[src/rtl/hws_pkg.sv]
package hws_pkg;
    typedef enum logic [1:0] {
        ST_RUN  = 2'd0,
        ST_OFF  = 2'd1,
        ST_FILT = 2'd2,
        ST_HOLD = 2'd3
    } hws_state_e;
endpackage

[src/rtl/hws_sync.sv]
module hws_sync #(
    parameter int STAGES = 2
) (
    input  logic clk,
    input  logic rst_n,
    input  logic async_in,
    output logic sync_out
);
    logic [STAGES-1:0] chain_d, chain_q;

    always_comb begin
        chain_d = {chain_q[STAGES-2:0], async_in};
    end

    always_ff @(posedge clk or negedge rst_n) begin
        if (!rst_n) chain_q <= '0;
        else        chain_q <= chain_d;
    end

    assign sync_out = chain_q[STAGES-1];
endmodule

[src/rtl/hws_regs.sv]
module hws_regs #(
    parameter int          ADDR_W    = 8,
    parameter int          DATA_W    = 32,
    parameter int          CNT_W     = 16,
    parameter int          GRAN_LOG2 = 5,
    parameter int          FILT_HI   = 15,
    parameter int          HOLD_HI   = 11,
    parameter logic [7:0]  OFF_ADDR  = 8'h20,
    parameter logic [7:0]  FILT_ADDR = 8'h24,
    parameter logic [7:0]  HOLD_ADDR = 8'h28
) (
    input  logic              clk,
    input  logic              rst_n,
    input  logic              wr_en,
    input  logic [ADDR_W-1:0] wr_addr,
    input  logic [DATA_W-1:0] wr_data,
    input  logic              accept,
    output logic              off_req,
    output logic [CNT_W-1:0]  filt_ticks,
    output logic [CNT_W-1:0]  hold_ticks
);
    localparam int FILT_FW = FILT_HI - GRAN_LOG2 + 1;
    localparam int HOLD_FW = HOLD_HI - GRAN_LOG2 + 1;

    typedef struct packed {
        logic [FILT_FW-1:0] filt;
        logic [HOLD_FW-1:0] hold;
    } cfg_t;

    cfg_t cfg_d, cfg_q;
    logic wr_ok;

    always_comb begin
        cfg_d = cfg_q;
        wr_ok = wr_en && accept;
        if (wr_ok && (wr_addr == ADDR_W'(FILT_ADDR))) cfg_d.filt = wr_data[FILT_HI:GRAN_LOG2];
        if (wr_ok && (wr_addr == ADDR_W'(HOLD_ADDR))) cfg_d.hold = wr_data[HOLD_HI:GRAN_LOG2];
        off_req    = wr_ok && (wr_addr == ADDR_W'(OFF_ADDR)) && (wr_data == DATA_W'(1));
        filt_ticks = CNT_W'({cfg_q.filt, {GRAN_LOG2{1'b0}}});
        hold_ticks = CNT_W'({cfg_q.hold, {GRAN_LOG2{1'b0}}});
    end

    always_ff @(posedge clk or negedge rst_n) begin
        if (!rst_n) cfg_q <= '0;
        else        cfg_q <= cfg_d;
    end
endmodule

[src/rtl/hws_fsm.sv]
module hws_fsm
    import hws_pkg::*;
#(
    parameter int CNT_W = 16
) (
    input  logic             clk,
    input  logic             rst_n,
    input  logic             off_req,
    input  logic             wake_s,
    input  logic [CNT_W-1:0] filt_ticks,
    input  logic [CNT_W-1:0] hold_ticks,
    output logic             accept,
    output logic             pwr_en,
    output logic             sys_rst_n
);
    typedef struct packed {
        hws_state_e       state;
        logic [CNT_W-1:0] cnt;
    } seq_t;

    seq_t seq_d, seq_q;
    logic [CNT_W:0] cnt_inc;

    always_comb begin
        seq_d   = seq_q;
        cnt_inc = {1'b0, seq_q.cnt} + 1'b1;
        case (seq_q.state)
            ST_RUN: begin
                seq_d.cnt = '0;
                if (off_req) seq_d.state = ST_OFF;
            end
            ST_OFF: begin
                seq_d.cnt = '0;
                if (wake_s) begin
                    if (filt_ticks <= CNT_W'(1)) begin
                        seq_d.state = ST_HOLD;
                    end else begin
                        seq_d.state = ST_FILT;
                        seq_d.cnt   = CNT_W'(1);
                    end
                end
            end
            ST_FILT: begin
                if (!wake_s) begin
                    seq_d.state = ST_OFF;
                    seq_d.cnt   = '0;
                end else if (cnt_inc >= {1'b0, filt_ticks}) begin
                    seq_d.state = ST_HOLD;
                    seq_d.cnt   = '0;
                end else begin
                    seq_d.cnt = cnt_inc[CNT_W-1:0];
                end
            end
            default: begin
                if (cnt_inc >= {1'b0, hold_ticks}) begin
                    seq_d.state = ST_RUN;
                    seq_d.cnt   = '0;
                end else begin
                    seq_d.cnt = cnt_inc[CNT_W-1:0];
                end
            end
        endcase
        accept    = (seq_q.state == ST_RUN);
        pwr_en    = (seq_q.state == ST_RUN) || (seq_q.state == ST_HOLD);
        sys_rst_n = (seq_q.state == ST_RUN);
    end

    always_ff @(posedge clk or negedge rst_n) begin
        if (!rst_n) seq_q <= '{state: ST_RUN, cnt: '0};
        else        seq_q <= seq_d;
    end
endmodule

[src/rtl/hib_wake_seq.sv]
module hib_wake_seq #(
    parameter int          ADDR_W      = 8,
    parameter int          DATA_W      = 32,
    parameter int          GRAN_LOG2   = 5,
    parameter int          FILT_HI     = 15,
    parameter int          HOLD_HI     = 11,
    parameter int          SYNC_STAGES = 2,
    parameter logic [7:0]  OFF_ADDR    = 8'h20,
    parameter logic [7:0]  FILT_ADDR   = 8'h24,
    parameter logic [7:0]  HOLD_ADDR   = 8'h28
) (
    input  logic              clk,
    input  logic              rst_n,
    input  logic              wr_en,
    input  logic [ADDR_W-1:0] wr_addr,
    input  logic [DATA_W-1:0] wr_data,
    input  logic              wake_pin,
    output logic              pwr_en,
    output logic              sys_rst_n
);
    localparam int CNT_W = FILT_HI + 1;

    logic             wake_s;
    logic             accept;
    logic             off_req;
    logic [CNT_W-1:0] filt_ticks;
    logic [CNT_W-1:0] hold_ticks;

    hws_sync #(.STAGES(SYNC_STAGES)) u_sync (
        .clk      (clk),
        .rst_n    (rst_n),
        .async_in (wake_pin),
        .sync_out (wake_s)
    );

    hws_regs #(
        .ADDR_W(ADDR_W), .DATA_W(DATA_W), .CNT_W(CNT_W), .GRAN_LOG2(GRAN_LOG2),
        .FILT_HI(FILT_HI), .HOLD_HI(HOLD_HI),
        .OFF_ADDR(OFF_ADDR), .FILT_ADDR(FILT_ADDR), .HOLD_ADDR(HOLD_ADDR)
    ) u_regs (
        .clk        (clk),
        .rst_n      (rst_n),
        .wr_en      (wr_en),
        .wr_addr    (wr_addr),
        .wr_data    (wr_data),
        .accept     (accept),
        .off_req    (off_req),
        .filt_ticks (filt_ticks),
        .hold_ticks (hold_ticks)
    );

    hws_fsm #(.CNT_W(CNT_W)) u_fsm (
        .clk        (clk),
        .rst_n      (rst_n),
        .off_req    (off_req),
        .wake_s     (wake_s),
        .filt_ticks (filt_ticks),
        .hold_ticks (hold_ticks),
        .accept     (accept),
        .pwr_en     (pwr_en),
        .sys_rst_n  (sys_rst_n)
    );
endmodule

[config.mk]
export PLATFORM = sky130hd
export DESIGN_NAME = hib_wake_seq
export DESIGN_NICKNAME = d
export VERILOG_FILES = /design/src/rtl/hws_pkg.sv /design/src/rtl/hws_sync.sv /design/src/rtl/hws_regs.sv /design/src/rtl/hws_fsm.sv /design/src/rtl/hib_wake_seq.sv
export SDC_FILE = /design/constraint.sdc
export NUM_CORES = 1
export LEC_CHECK = 0
export ABC_AREA = 0
export CORE_UTILIZATION = 40
export DETAILED_ROUTE_END_ITERATION = 10
export GPL_ROUTABILITY_DRIVEN = 0
export PLACE_DENSITY_LB_ADDON = 0.3
export SLEW_MARGIN = 20
export SYNTH_ARGS = -nofsm -noshare
export SYNTH_HDL_FRONTEND = slang
export SYNTH_SLANG_ARGS = --single-unit
[constraint.sdc]
create_clock -name clk -period 3.6 [get_ports clk]
set_input_delay 0.72 -clock clk [delete_from_list [all_inputs] [get_ports clk]]
set_output_delay 0.72 -clock clk [all_outputs]
set_load 0.05 [all_outputs]
After elaboration in Yosys (flattened, before gate mapping) --
Cells that the tools add are included.
Operators by class: $add $sub $neg 1, multiply operators 0, divide/modulo/power cells 0, magnitude comparators 3, eq/ne operators 10, shifts and indexed selects 0, mux-type cells 10, bitwise operators 0, reductions and logical operators 9
Operator list (number):
- $pmux W18 S3 | 1
- $mux W18 | 2
- $eq A32 B1 Y1 const B | 1
- $mux W16 | 2
- $eq A8 B6 Y1 const B | 3
- $add A16 B1 Y17 const B | 1
- $ge A17 B12 Y1 | 1
- $ge A17 B16 Y1 | 1
- $le A16 B1 Y1 const B | 1
- $mux W2 | 3
- $logic_and A1 B1 Y1 | 5
- $eq A2 B2 Y1 const B | 2
- $ne A2 B2 Y1 const B | 2
- $reduce_and A4 Y1 | 1
- $reduce_bool A4 Y1 | 1
- $ne A3 B2 Y1 const B | 1
- $eq A2 B1 Y1 const B | 1
- $logic_not A2 Y1 | 1
- $mux W1 | 2
- $logic_or A1 B1 Y1 | 1
Word-level totals: register bits after elaboration 38, latch bits 0, memory bits (writable) 0, memory bits (read-only) 0, input port bits 44, word-level logic and storage cells 38, memories 0

Logic depth before layout (Yosys ltp) --
Gate-level depths: netlist of the first run.
depth after elaboration 6, mapped depth 15

By module --
A second synthesis of the first run with hierarchy kept.
Second synthesis, totals: cells, all modules 293, area total of the unflattened synthesis 2831.5 sq um
By module, submodules not included:
- hws_fsm | times used 1, cells an instance 222, area an instance 1829.3 sq um, sequential area each 450.4 sq um
- hws_regs | times used 1, cells an instance 69, area an instance 952.2 sq um, sequential area each 450.4 sq um
- hws_sync | times used 1, cells an instance 2, area an instance 50.0 sq um, sequential area each 50.0 sq um

Worst setup path after synthesis of the first run --
OpenSTA, ideal clock, no wires.
kind register -> register, start register u_fsm.seq_q[2] (netlist bit), end register u_fsm.seq_q[16] (netlist bit), arrival time 3012 ps, required time 3475 ps, path slack 463 ps, stages on the path, launching flop included 14, buffers on the path 1, clock period less this slack 3137 ps, cell sequence dfrtp_1 > buf_2 > nand4_1 > nor3_1 > and3_1 > xnor2_1 > inv_1 > ha_1 > and3_1 > a2111oi_0 > o211ai_1 > a41oi_2 > a211o_2 > mux2_4
Between the ends: word-level cells in the longest chain between the ends 4, elaborated cells on any way between the ends 6, classes of those cells add/sub (1); order compare (2); eq/ne (1); reduce/logical (2)
RTL lines:
- from (decl) | line hws_fsm.sv:21 | seq_t seq_d, seq_q;
- from (signal assigned) | line hws_fsm.sv:69 | if (!rst_n) seq_q <= '{state: ST_RUN, cnt: '0};
- from (signal assigned) | line hws_fsm.sv:70 | else seq_q <= seq_d;
- $add A16 B1 Y17 (*) | line hws_fsm.sv:26 | cnt_inc = {1'b0, seq_q.cnt} + 1'b1;
- $ge A17 B16 Y1 / $ge A17 B12 Y1 (equally long branches) | line hws_fsm.sv:47, hws_fsm.sv:55
- $ne A3 B2 Y1 (no source line) / $reduce_bool A4 Y1 (equally long branches)
- $reduce_and A4 Y1 (no source line) (*)
Every way passes the cells marked *; elsewhere a longest branch is shown, timed or not. A chain may end at the register's enable or synchronous reset.

Worst setup path after layout of the first run --
start register u_fsm.seq_q[1] (netlist bit), end register u_fsm.seq_q[16] (netlist bit)
The elaborated chain is that of the path after synthesis.

==> results of run 1 <==
[layer usage]
layer / share of wire, % / track usage [%] / wire length [microns] / up-vias
li1: - / - / - / 947
met1: 49 / 25.5 / 2550 / 900
met2: 45 / 27.6 / 2350 / 51
met3: 4.0 / 3.37 / 209 / 7
met4: 1.5 / 6.43 / 76 / 0
met5: 0 / 0 / 0 / -
[state kept, by name (all words and copies together), names as in the netlist]
| signal | cells |
|---|---|
| u_sync.chain_q | 2 |
| u_fsm.seq_q | 18 |
| u_regs.filt_ticks | 11 |
| u_regs.hold_ticks | 7 |
[cells in the final DEF (no fill, tap or decap), drive strengths merged, types with 2 or more instances in the layout]
master / synthesis / final
clkdlybuf4s50: 0 / 44
dfrtp: 38 / 38
inv: 31 / 31
ha: 24 / 24
nor2: 23 / 23
mux2: 20 / 20
nor4: 13 / 13
xnor2: 11 / 11
nand3: 9 / 9
nand4: 8 / 8
nand2: 7 / 7
and3: 7 / 7
clkbuf: 2 / 5
buf: 2 / 5
xor2: 4 / 4
nor3: 4 / 4
nor2b: 3 / 3
a21o: 2 / 2
a31oi: 2 / 2
a21oi: 2 / 2
o21a: 2 / 2
o21ai: 2 / 2
a211o: 2 / 2
nor4b: 2 / 2
mux2i: 2 / 2
clkinv: 0 / 2
[path summary, 6_finish.rpt]
path	from	cells after the start	endpoint
worst max-delay path	u_fsm.seq_q[1]	13	u_fsm.seq_q[16]
worst min-delay path	u_sync.chain_q[0]	0	u_sync.chain_q[1]
worst min register to register	u_sync.chain_q[0]	0	u_sync.chain_q[1]
max in group asynchronous	rst_n	1	u_fsm.seq_q[0]
worst max register to register	u_fsm.seq_q[1]	13	u_fsm.seq_q[16]
min in group asynchronous	rst_n	1	u_fsm.seq_q[13]
[Yosys cell counts, drive strengths merged]
cell type / number
a31oi: 2
nand2: 7
dfrtp: 38
o21a: 2
inv: 31
and3b: 1
ha: 24
nor4b: 2
and2b: 1
and3: 7
a311oi: 1
xor2: 4
a2111oi: 1
buf: 2
mux2i: 2
nor2: 23
a221o: 1
nand4: 8
a21oi: 2
clkbuf: 2
a211o: 2
nor3: 4
nand3: 9
or3b: 1
nand3b: 1
or4: 1
o21ai: 2
o21bai: 1
nor4: 13
a41oi: 1
mux2: 20
a21o: 2
o22ai: 1
a311o: 1
nor2b: 3
xnor2: 11
or3: 1
o211ai: 1
a21boi: 1
a22o: 1
[worst max-delay path, stage by stage (launching register included)]
cell and delay, ns:
dfrtp_2 0.42, ha_2 0.23, and3_2 0.24, nand4_1 0.16
nor3_4 0.32, xnor2_2 0.11, ha_1 0.33, a21oi_1 0.14
nand2_1 0.08, a2111oi_1 0.37, o211ai_1 0.18, a41oi_2 0.26
a211o_2 0.19, mux2_4 0.29
[cell type report]
class,count,area (sq um)
Clock buffer,5,68.8
Multi-Input combinational cell,165,1440
Timing Repair Buffer,49,475
Fill cell,561,2790
Clock inverter,3,21.3
Inverter,31,116
Tap cell,75,93.8
Sequential cell,38,953
[cells by family (layout without fill, tap and decap cells)]
| group | after synthesis | in the layout | synth area share, % |
|---|---|---|---|
| adders and majority gates | 24 | 24 | 12.0 |
| xor gates and xnor gates | 15 | 15 | 5.57 |
| DFF | 38 | 38 | 38.1 |
| AOI/OAI and AO/OA | 22 | 22 | 6.97 |
| and+or+nand+nor | 82 | 82 | 21.4 |
| buffers and inverters | 35 | 88 | 5.62 |
| muxes | 22 | 22 | 10.3 |
[stage by stage]
stage          setup slack [ns]  area [sq um]  util (%)
2_1_floorplan             0.463          2490         -
3_3_place_gp              0.154          3030      50.8
3_5_place_dp             0.0268          3030      50.8
4_1_cts                 0.00183          3120      52.3
5_1_grt                 -0.0108          3170      53.2
6_report                  0.164          3170      53.2
[power groups by stage]
stage / registers (uW) / clock network (uW) / logic [uW]
3_5_place_dp: 454 / 0 / 120
5_1_grt: 446 / 324 / 133
3_3_place_gp: 453 / 0 / 119
6_report: 445 / 297 / 119
2_1_floorplan: 451 / 0 / 51.2
4_1_cts: 445 / 311 / 120
[repair_timing]
action | 4_1_cts | 5_1_grt
endpoints found under the setup margin | 0 | 17
hold buffers | 0 | 0
setup buffers | 0 | 2
gates resized for setup | 0 | 9
==> impl_metrics.prom, run 1 <==
# TYPE chip_impl_metric gauge
chip_impl_metric{name="worst_clock_skew",unit="ns"} 0.00711
chip_impl_metric{name="max_clock_freq",unit="MHz"} 291
chip_impl_metric{name="drt_wl_total",unit="microns"} 5190
chip_impl_metric{name="drt-wirelength-per-cell",unit="microns"} 14.2
chip_impl_metric{name="grt_remaining_overflow",unit=""} 0
chip_impl_metric{name="viasPerCell",unit=""} 5.20
chip_impl_metric{name="flow.area_growth_from_synthesis",unit="%"} 27.0
chip_impl_metric{name="dr_total_vias",unit=""} 1905
chip_impl_metric{name="floorplan.core_area",unit="sq um"} 5960
chip_impl_info{name="cts.root.buffer_cell",value="clkbuf_8"} 1
chip_impl_metric{name="antenna_found_initial",unit=""} 0
chip_impl_metric{name="fin_hold_ws",unit="ns"} 0.351
chip_impl_metric{name="placementRows",unit=""} 28
chip_impl_metric{name="htree_levels",unit=""} 2
chip_impl_metric{name="dp_cells",unit=""} 356
chip_impl_metric{name="setup_tns_final",unit="ns"} 0
chip_impl_metric{name="worst_ep_required_time",unit="ns"} 3.78
chip_impl_metric{name="final-setup-viol-count",unit=""} 0
chip_impl_metric{name="final-hold-violation-count",unit=""} 0
chip_impl_info{name="critPathLaunchType",value="flop"} 1
chip_impl_metric{name="worst_ir_drop_vdd",unit="mV"} 0.155
chip_impl_metric{name="initialDrtViolationCount",unit=""} 95
chip_impl_metric{name="internal_power",unit="uW"} 645
chip_impl_metric{name="grt_start_max_net_pins",unit=""} 39
chip_impl_metric{name="proportion_of_power_drawn_by_combinational_gates",unit="%"} 13.9
chip_impl_metric{name="stdcell_count",unit=""} 366
chip_impl_metric{name="avgSynthCellArea",unit="sq um"} 10.5
chip_impl_metric{name="insertedDiodeCount",unit=""} 0
chip_impl_metric{name="max_cap_viol_count",unit=""} 0
chip_impl_info{name="critical_path_class",value="flop to flop"} 1
chip_impl_metric{name="cts.sink_count",unit=""} 38
chip_impl_metric{name="number_of_distinct_library_cells_after_synthesis",unit=""} 49
chip_impl_info{name="run_status",value="complete, no violations"} 1
chip_impl_info{name="synth.area.top_cells",value="dfrtp_1 38%, ha_1 12%, mux2_2 8.1%"} 1
chip_impl_metric{name="timing.reg2reg.setup_slack",unit="ns"} 0.16
chip_impl_metric{name="yosysTopAreaCellShare",unit="%"} 38.1
chip_impl_metric{name="grt_first_pass_wirelength",unit="microns"} 8850
chip_impl_metric{name="power_switching_share",unit="%"} 25.1
chip_impl_metric{name="syn_area",unit="sq um"} 2490
chip_impl_metric{name="finalNetCount",unit=""} 358
chip_impl_metric{name="floorplan.die_area",unit="sq um"} 6560
chip_impl_metric{name="slew_at_the_pin_with_the_worst_max_slew_slack",unit="ns"} 0.844
chip_impl_metric{name="clock_power_share",unit="%"} 34.5
chip_impl_metric{name="route.antenna.remaining_nets",unit=""} 0
chip_impl_metric{name="synth_seq_cells",unit=""} 38
chip_impl_metric{name="ios",unit=""} 46
chip_impl_metric{name="cts_buffers",unit=""} 5
chip_impl_metric{name="clk_transition_reported_paths",unit="ns"} 0.08
chip_impl_metric{name="fin_total_pwr",unit="uW"} 862
chip_impl_metric{name="ctsLongestPathBuffers",unit=""} 2
chip_impl_metric{name="crit_fanout",unit=""} 6
chip_impl_metric{name="clock_latency",unit="ns"} 0.30
chip_impl_metric{name="p_leak",unit="uW"} 0.00145
chip_impl_metric{name="die_h",unit="microns"} 81.0
chip_impl_metric{name="post-route-min-period",unit="ns"} 3.44
chip_impl_metric{name="seq_area_frac_synth",unit="%"} 38.1
chip_impl_metric{name="port_buffers",unit=""} 45
chip_impl_metric{name="first_drt_pass_iteration_count",unit=""} 4
chip_impl_info{name="crit_path_end_kind",value="flop"} 1
chip_impl_metric{name="die_width",unit="microns"} 81.0
chip_impl_metric{name="p_sw",unit="uW"} 216
chip_impl_metric{name="synth_fp_nets",unit=""} 306
chip_impl_info{name="cts_tree",value="done"} 1
chip_impl_metric{name="globalRouteTotalUtil",unit="%"} 18.1
chip_impl_metric{name="slew_viol_final",unit=""} 0
chip_impl_metric{name="relSlewSlack",unit="%"} 43.7
chip_impl_metric{name="dp_hpwl",unit="microns"} 4170
chip_impl_info{name="yosysTopAreaCell",value="dfrtp_1"} 1
chip_impl_metric{name="final.period_utilization",unit="%"} 95.5
chip_impl_metric{name="synthesis.instances",unit=""} 238
chip_impl_info{name="hp-class",value="flop to flop"} 1
chip_impl_metric{name="pwr_density_cell",unit="nW/um^2"} 272
chip_impl_metric{name="worst-endpoint-arrival",unit="ns"} 3.62
chip_impl_metric{name="ys_warn_count",unit=""} 0
chip_impl_metric{name="starting_density_of_the_core",unit="%"} 41.9
chip_impl_metric{name="post_route_cells_drive_above_1_share",unit="%"} 21.3
chip_impl_metric{name="power_frac_seq",unit="%"} 51.7
chip_impl_metric{name="number_of_global_route_vias_before_repair",unit=""} 1871
chip_impl_metric{name="drc",unit=""} 0
Note: power is estimated with default switching activity, not from simulation.
==> run 2: changes to the inputs <==
CORE_ASPECT_RATIO = 0.6   (was unset)
REMOVE_ABC_BUFFERS = 1   (was unset)
SLEW_MARGIN = unset   (was 20)
==> run 2 against run 1 <==
Sequential power about the same. Largest cell class unchanged. Count of clock-buffer cells in the layout unchanged. Hold slack about the same. Non-clock buffer count increased by 7. Critical endpoint is now u_fsm.seq_q[17]. Worst setup slack improved by 0.040 ns. Combinational power increased by 7%. Core utilization increased by 3.3 points. Flip-flop and latch count unchanged. Clock skew increased by 0.0026 ns. Sequential share of layout area decreased by 0.92 points. Wire length increased by 16%. Final cell count increased by 3.3%.
==> impl_metrics.prom, run 2 (synthesis gave the netlist of run 1 again) <==
# TYPE chip_impl_metric gauge
chip_impl_metric{name="starting_density_of_the_core",unit="%"} 43.2
chip_impl_metric{name="worst-endpoint-arrival",unit="ns"} 3.58
chip_impl_metric{name="holdBufCountCts",unit=""} 0
chip_impl_metric{name="grt_first_pass_wirelength",unit="microns"} 10100
chip_impl_info{name="hold_start",value="u_sync.chain_q[0]"} 1
chip_impl_metric{name="insertedDiodeCount",unit=""} 0
chip_impl_metric{name="final-setup-viol-count",unit=""} 0
chip_impl_metric{name="met1_usage",unit="%"} 31.1
chip_impl_metric{name="global_route.usage.met3",unit="%"} 4.35
chip_impl_metric{name="grt.met2_usage",unit="%"} 26.8
chip_impl_metric{name="cts.sink_count",unit=""} 38
chip_impl_metric{name="worst_clock_skew",unit="ns"} 0.00969
chip_impl_info{name="critical_path_class",value="flop to flop"} 1
chip_impl_metric{name="hold-path-cell-count",unit=""} 0
chip_impl_info{name="crit_path_end_kind",value="flop"} 1
chip_impl_info{name="critPathLaunchType",value="flop"} 1
chip_impl_metric{name="drt_wl_total",unit="microns"} 6000
chip_impl_metric{name="worst_ep_required_time",unit="ns"} 3.78
chip_impl_metric{name="dp_slack",unit="ns"} 0.0522
chip_impl_metric{name="final-hold-violation-count",unit=""} 0
chip_impl_info{name="global_route.peak_usage_layer",value="met1"} 1
chip_impl_metric{name="floorplan.core_area",unit="sq um"} 5780
chip_impl_metric{name="post-route-min-period",unit="ns"} 3.40
chip_impl_metric{name="htree_levels",unit=""} 2
chip_impl_metric{name="grt_remaining_overflow",unit=""} 0
chip_impl_metric{name="clock_latency",unit="ns"} 0.30
chip_impl_metric{name="clk_transition_reported_paths",unit="ns"} 0.08
chip_impl_metric{name="dr_total_vias",unit=""} 1945
chip_impl_metric{name="antenna_found_initial",unit=""} 0
chip_impl_metric{name="fin_hold_ws",unit="ns"} 0.351
chip_impl_metric{name="ctsLongestPathBuffers",unit=""} 2
chip_impl_metric{name="viasPerCell",unit=""} 5.15
chip_impl_metric{name="setup_ws",unit="ns"} 0.204
chip_impl_metric{name="finalNetCount",unit=""} 365
chip_impl_metric{name="grt_start_max_net_pins",unit=""} 39
chip_impl_info{name="hp-class",value="flop to flop"} 1
chip_impl_metric{name="setup_tns_final",unit="ns"} 0
chip_impl_metric{name="dp_hpwl",unit="microns"} 4810
chip_impl_metric{name="floorplan.die_area",unit="sq um"} 6570
chip_impl_metric{name="placementRows",unit=""} 21
chip_impl_metric{name="flow.area_growth_from_synthesis",unit="%"} 31.0
chip_impl_metric{name="number_of_global_route_vias_before_repair",unit=""} 1933
chip_impl_metric{name="largest_register_ffs",unit=""} 18
chip_impl_metric{name="slew_viol_final",unit=""} 0
chip_impl_metric{name="placed_cell_area",unit="sq um"} 3060
chip_impl_metric{name="timing.reg2reg.setup_slack",unit="ns"} 0.20
chip_impl_metric{name="crit_fanout",unit=""} 7
chip_impl_metric{name="finalCoreUtilization",unit="%"} 56.5
chip_impl_metric{name="drt-wirelength-per-cell",unit="microns"} 15.9
chip_impl_metric{name="max_clock_freq",unit="MHz"} 294
chip_impl_info{name="layout_common_cells",value="44 x clkdlybuf4s50_1, 36 x dfrtp_1, 31 x inv_1"} 1
chip_impl_metric{name="die_width",unit="microns"} 104
chip_impl_metric{name="slew_at_the_pin_with_the_worst_max_slew_slack",unit="ns"} 0.867
chip_impl_metric{name="reg2reg_depth",unit=""} 13
chip_impl_metric{name="relSlewSlack",unit="%"} 42.2
chip_impl_metric{name="port_buffers",unit=""} 45
chip_impl_metric{name="post-route-cell-area",unit="sq um"} 3270
chip_impl_metric{name="max_cap_viol_count",unit=""} 0
chip_impl_metric{name="die_h",unit="microns"} 63.2
chip_impl_metric{name="drc",unit=""} 0
chip_impl_metric{name="worst_ir_drop_vdd",unit="mV"} 0.217
chip_impl_metric{name="ios",unit=""} 46
chip_impl_metric{name="globalRouteTotalUtil",unit="%"} 19.8
chip_impl_info{name="largest-register",value="u_fsm.seq_q"} 1
chip_impl_metric{name="route.antenna.remaining_nets",unit=""} 0
chip_impl_info{name="crit-reg2reg-launch",value="u_fsm.seq_q[0]"} 1
chip_impl_info{name="cts_tree",value="done"} 1
chip_impl_info{name="run_status",value="complete, no violations"} 1
chip_impl_metric{name="final.period_utilization",unit="%"} 94.3
chip_impl_metric{name="post_route_cells_drive_above_1_share",unit="%"} 22.8
chip_impl_metric{name="initialDrtViolationCount",unit=""} 100
chip_impl_info{name="hold_path_end",value="u_sync.chain_q[1]"} 1
chip_impl_metric{name="pwr_density_cell",unit="nW/um^2"} 310
chip_impl_metric{name="cts_buffers",unit=""} 5
chip_impl_info{name="crit-reg2reg-capture",value="u_fsm.seq_q[17]"} 1
chip_impl_info{name="layout_commonest_cell",value="clkdlybuf4s50_1"} 1
chip_impl_metric{name="p_leak",unit="uW"} 0.00150
chip_impl_metric{name="first_drt_pass_iteration_count",unit=""} 4
chip_impl_info{name="cts.root.buffer_cell",value="clkbuf_8"} 1
## run 2: changes by cell type in the layout (fill, tap and decap cells not counted), sizes merged
| cell | change |
|---|---|
| buf | +7 |
| clkinv | -1 |
| bufinv | +2 |
| clkinvlp | -1 |
## run 2: through the flow
step | total power [uW] | instances
after detailed placement | 578 | 365
after global routing | 1060 | 378
final | 1010 | 378
after CTS | 1020 | 373
after global placement | 575 | 365
after floorplan | 502 | 234
## run 2: final cells by class
cell class | instances | area (sq um)
Fill cell | 518 | 2510
Multi-Input combinational cell | 165 | 1430
Sequential cell | 38 | 953
Timing Repair Buffer | 56 | 528
Inverter | 31 | 116
Tap cell | 80 | 100
Clock buffer | 5 | 68.8
Clock inverter | 3 | 68.8
## run 2: layer usage
layer | vias up | share of wire (%)
met2 | 36 | 41
met5 | - | 0
met3 | 6 | 4.0
met1 | 938 | 55
met4 | 0 | 0.80
li1 | 965 | -
## run 2: worst max path at each step
stage | cells after the start | endpoint | startpoint
3_5_place_dp | 14 | u_fsm.seq_q[6] | u_fsm.seq_q[0]
3_3_place_gp | 14 | u_fsm.seq_q[5] | u_fsm.seq_q[0]
5_1_grt | 13 | u_fsm.seq_q[16] | u_fsm.seq_q[0]
4_1_cts | 14 | u_fsm.seq_q[6] | u_fsm.seq_q[0]
2_1_floorplan | 12 | u_fsm.seq_q[12] | u_fsm.seq_q[2]
6_report | 13 | u_fsm.seq_q[17] | u_fsm.seq_q[0]
## run 2: what timing repair did
action / in CTS / in global routing
setup buffers: 0 / 5
endpoints found under the setup margin: 0 / 17
gates resized for setup: 0 / 8
## run 2: where the power goes
group / internal [uW] / switching [uW] / total (uW) / leakage, uW
combinational: 72.5 / 54.3 / 127 / 0.000915
sequential: 437 / 7.94 / 445 / 0.000520
clock: 278 / 165 / 443 / 0.0000683
## run 2: critical path, cell delays in order, from the launching register on
cell and delay [ns]:
dfrtp_2 0.42, ha_1 0.21, and3_1 0.25, nand4_1 0.19, nor3_4 0.22, xnor2_1 0.18, ha_1 0.29, a21oi_1 0.14
nand2_1 0.10, a2111oi_2 0.34, o211ai_1 0.19, a41oi_2 0.28, a211o_2 0.19, mux2_4 0.29
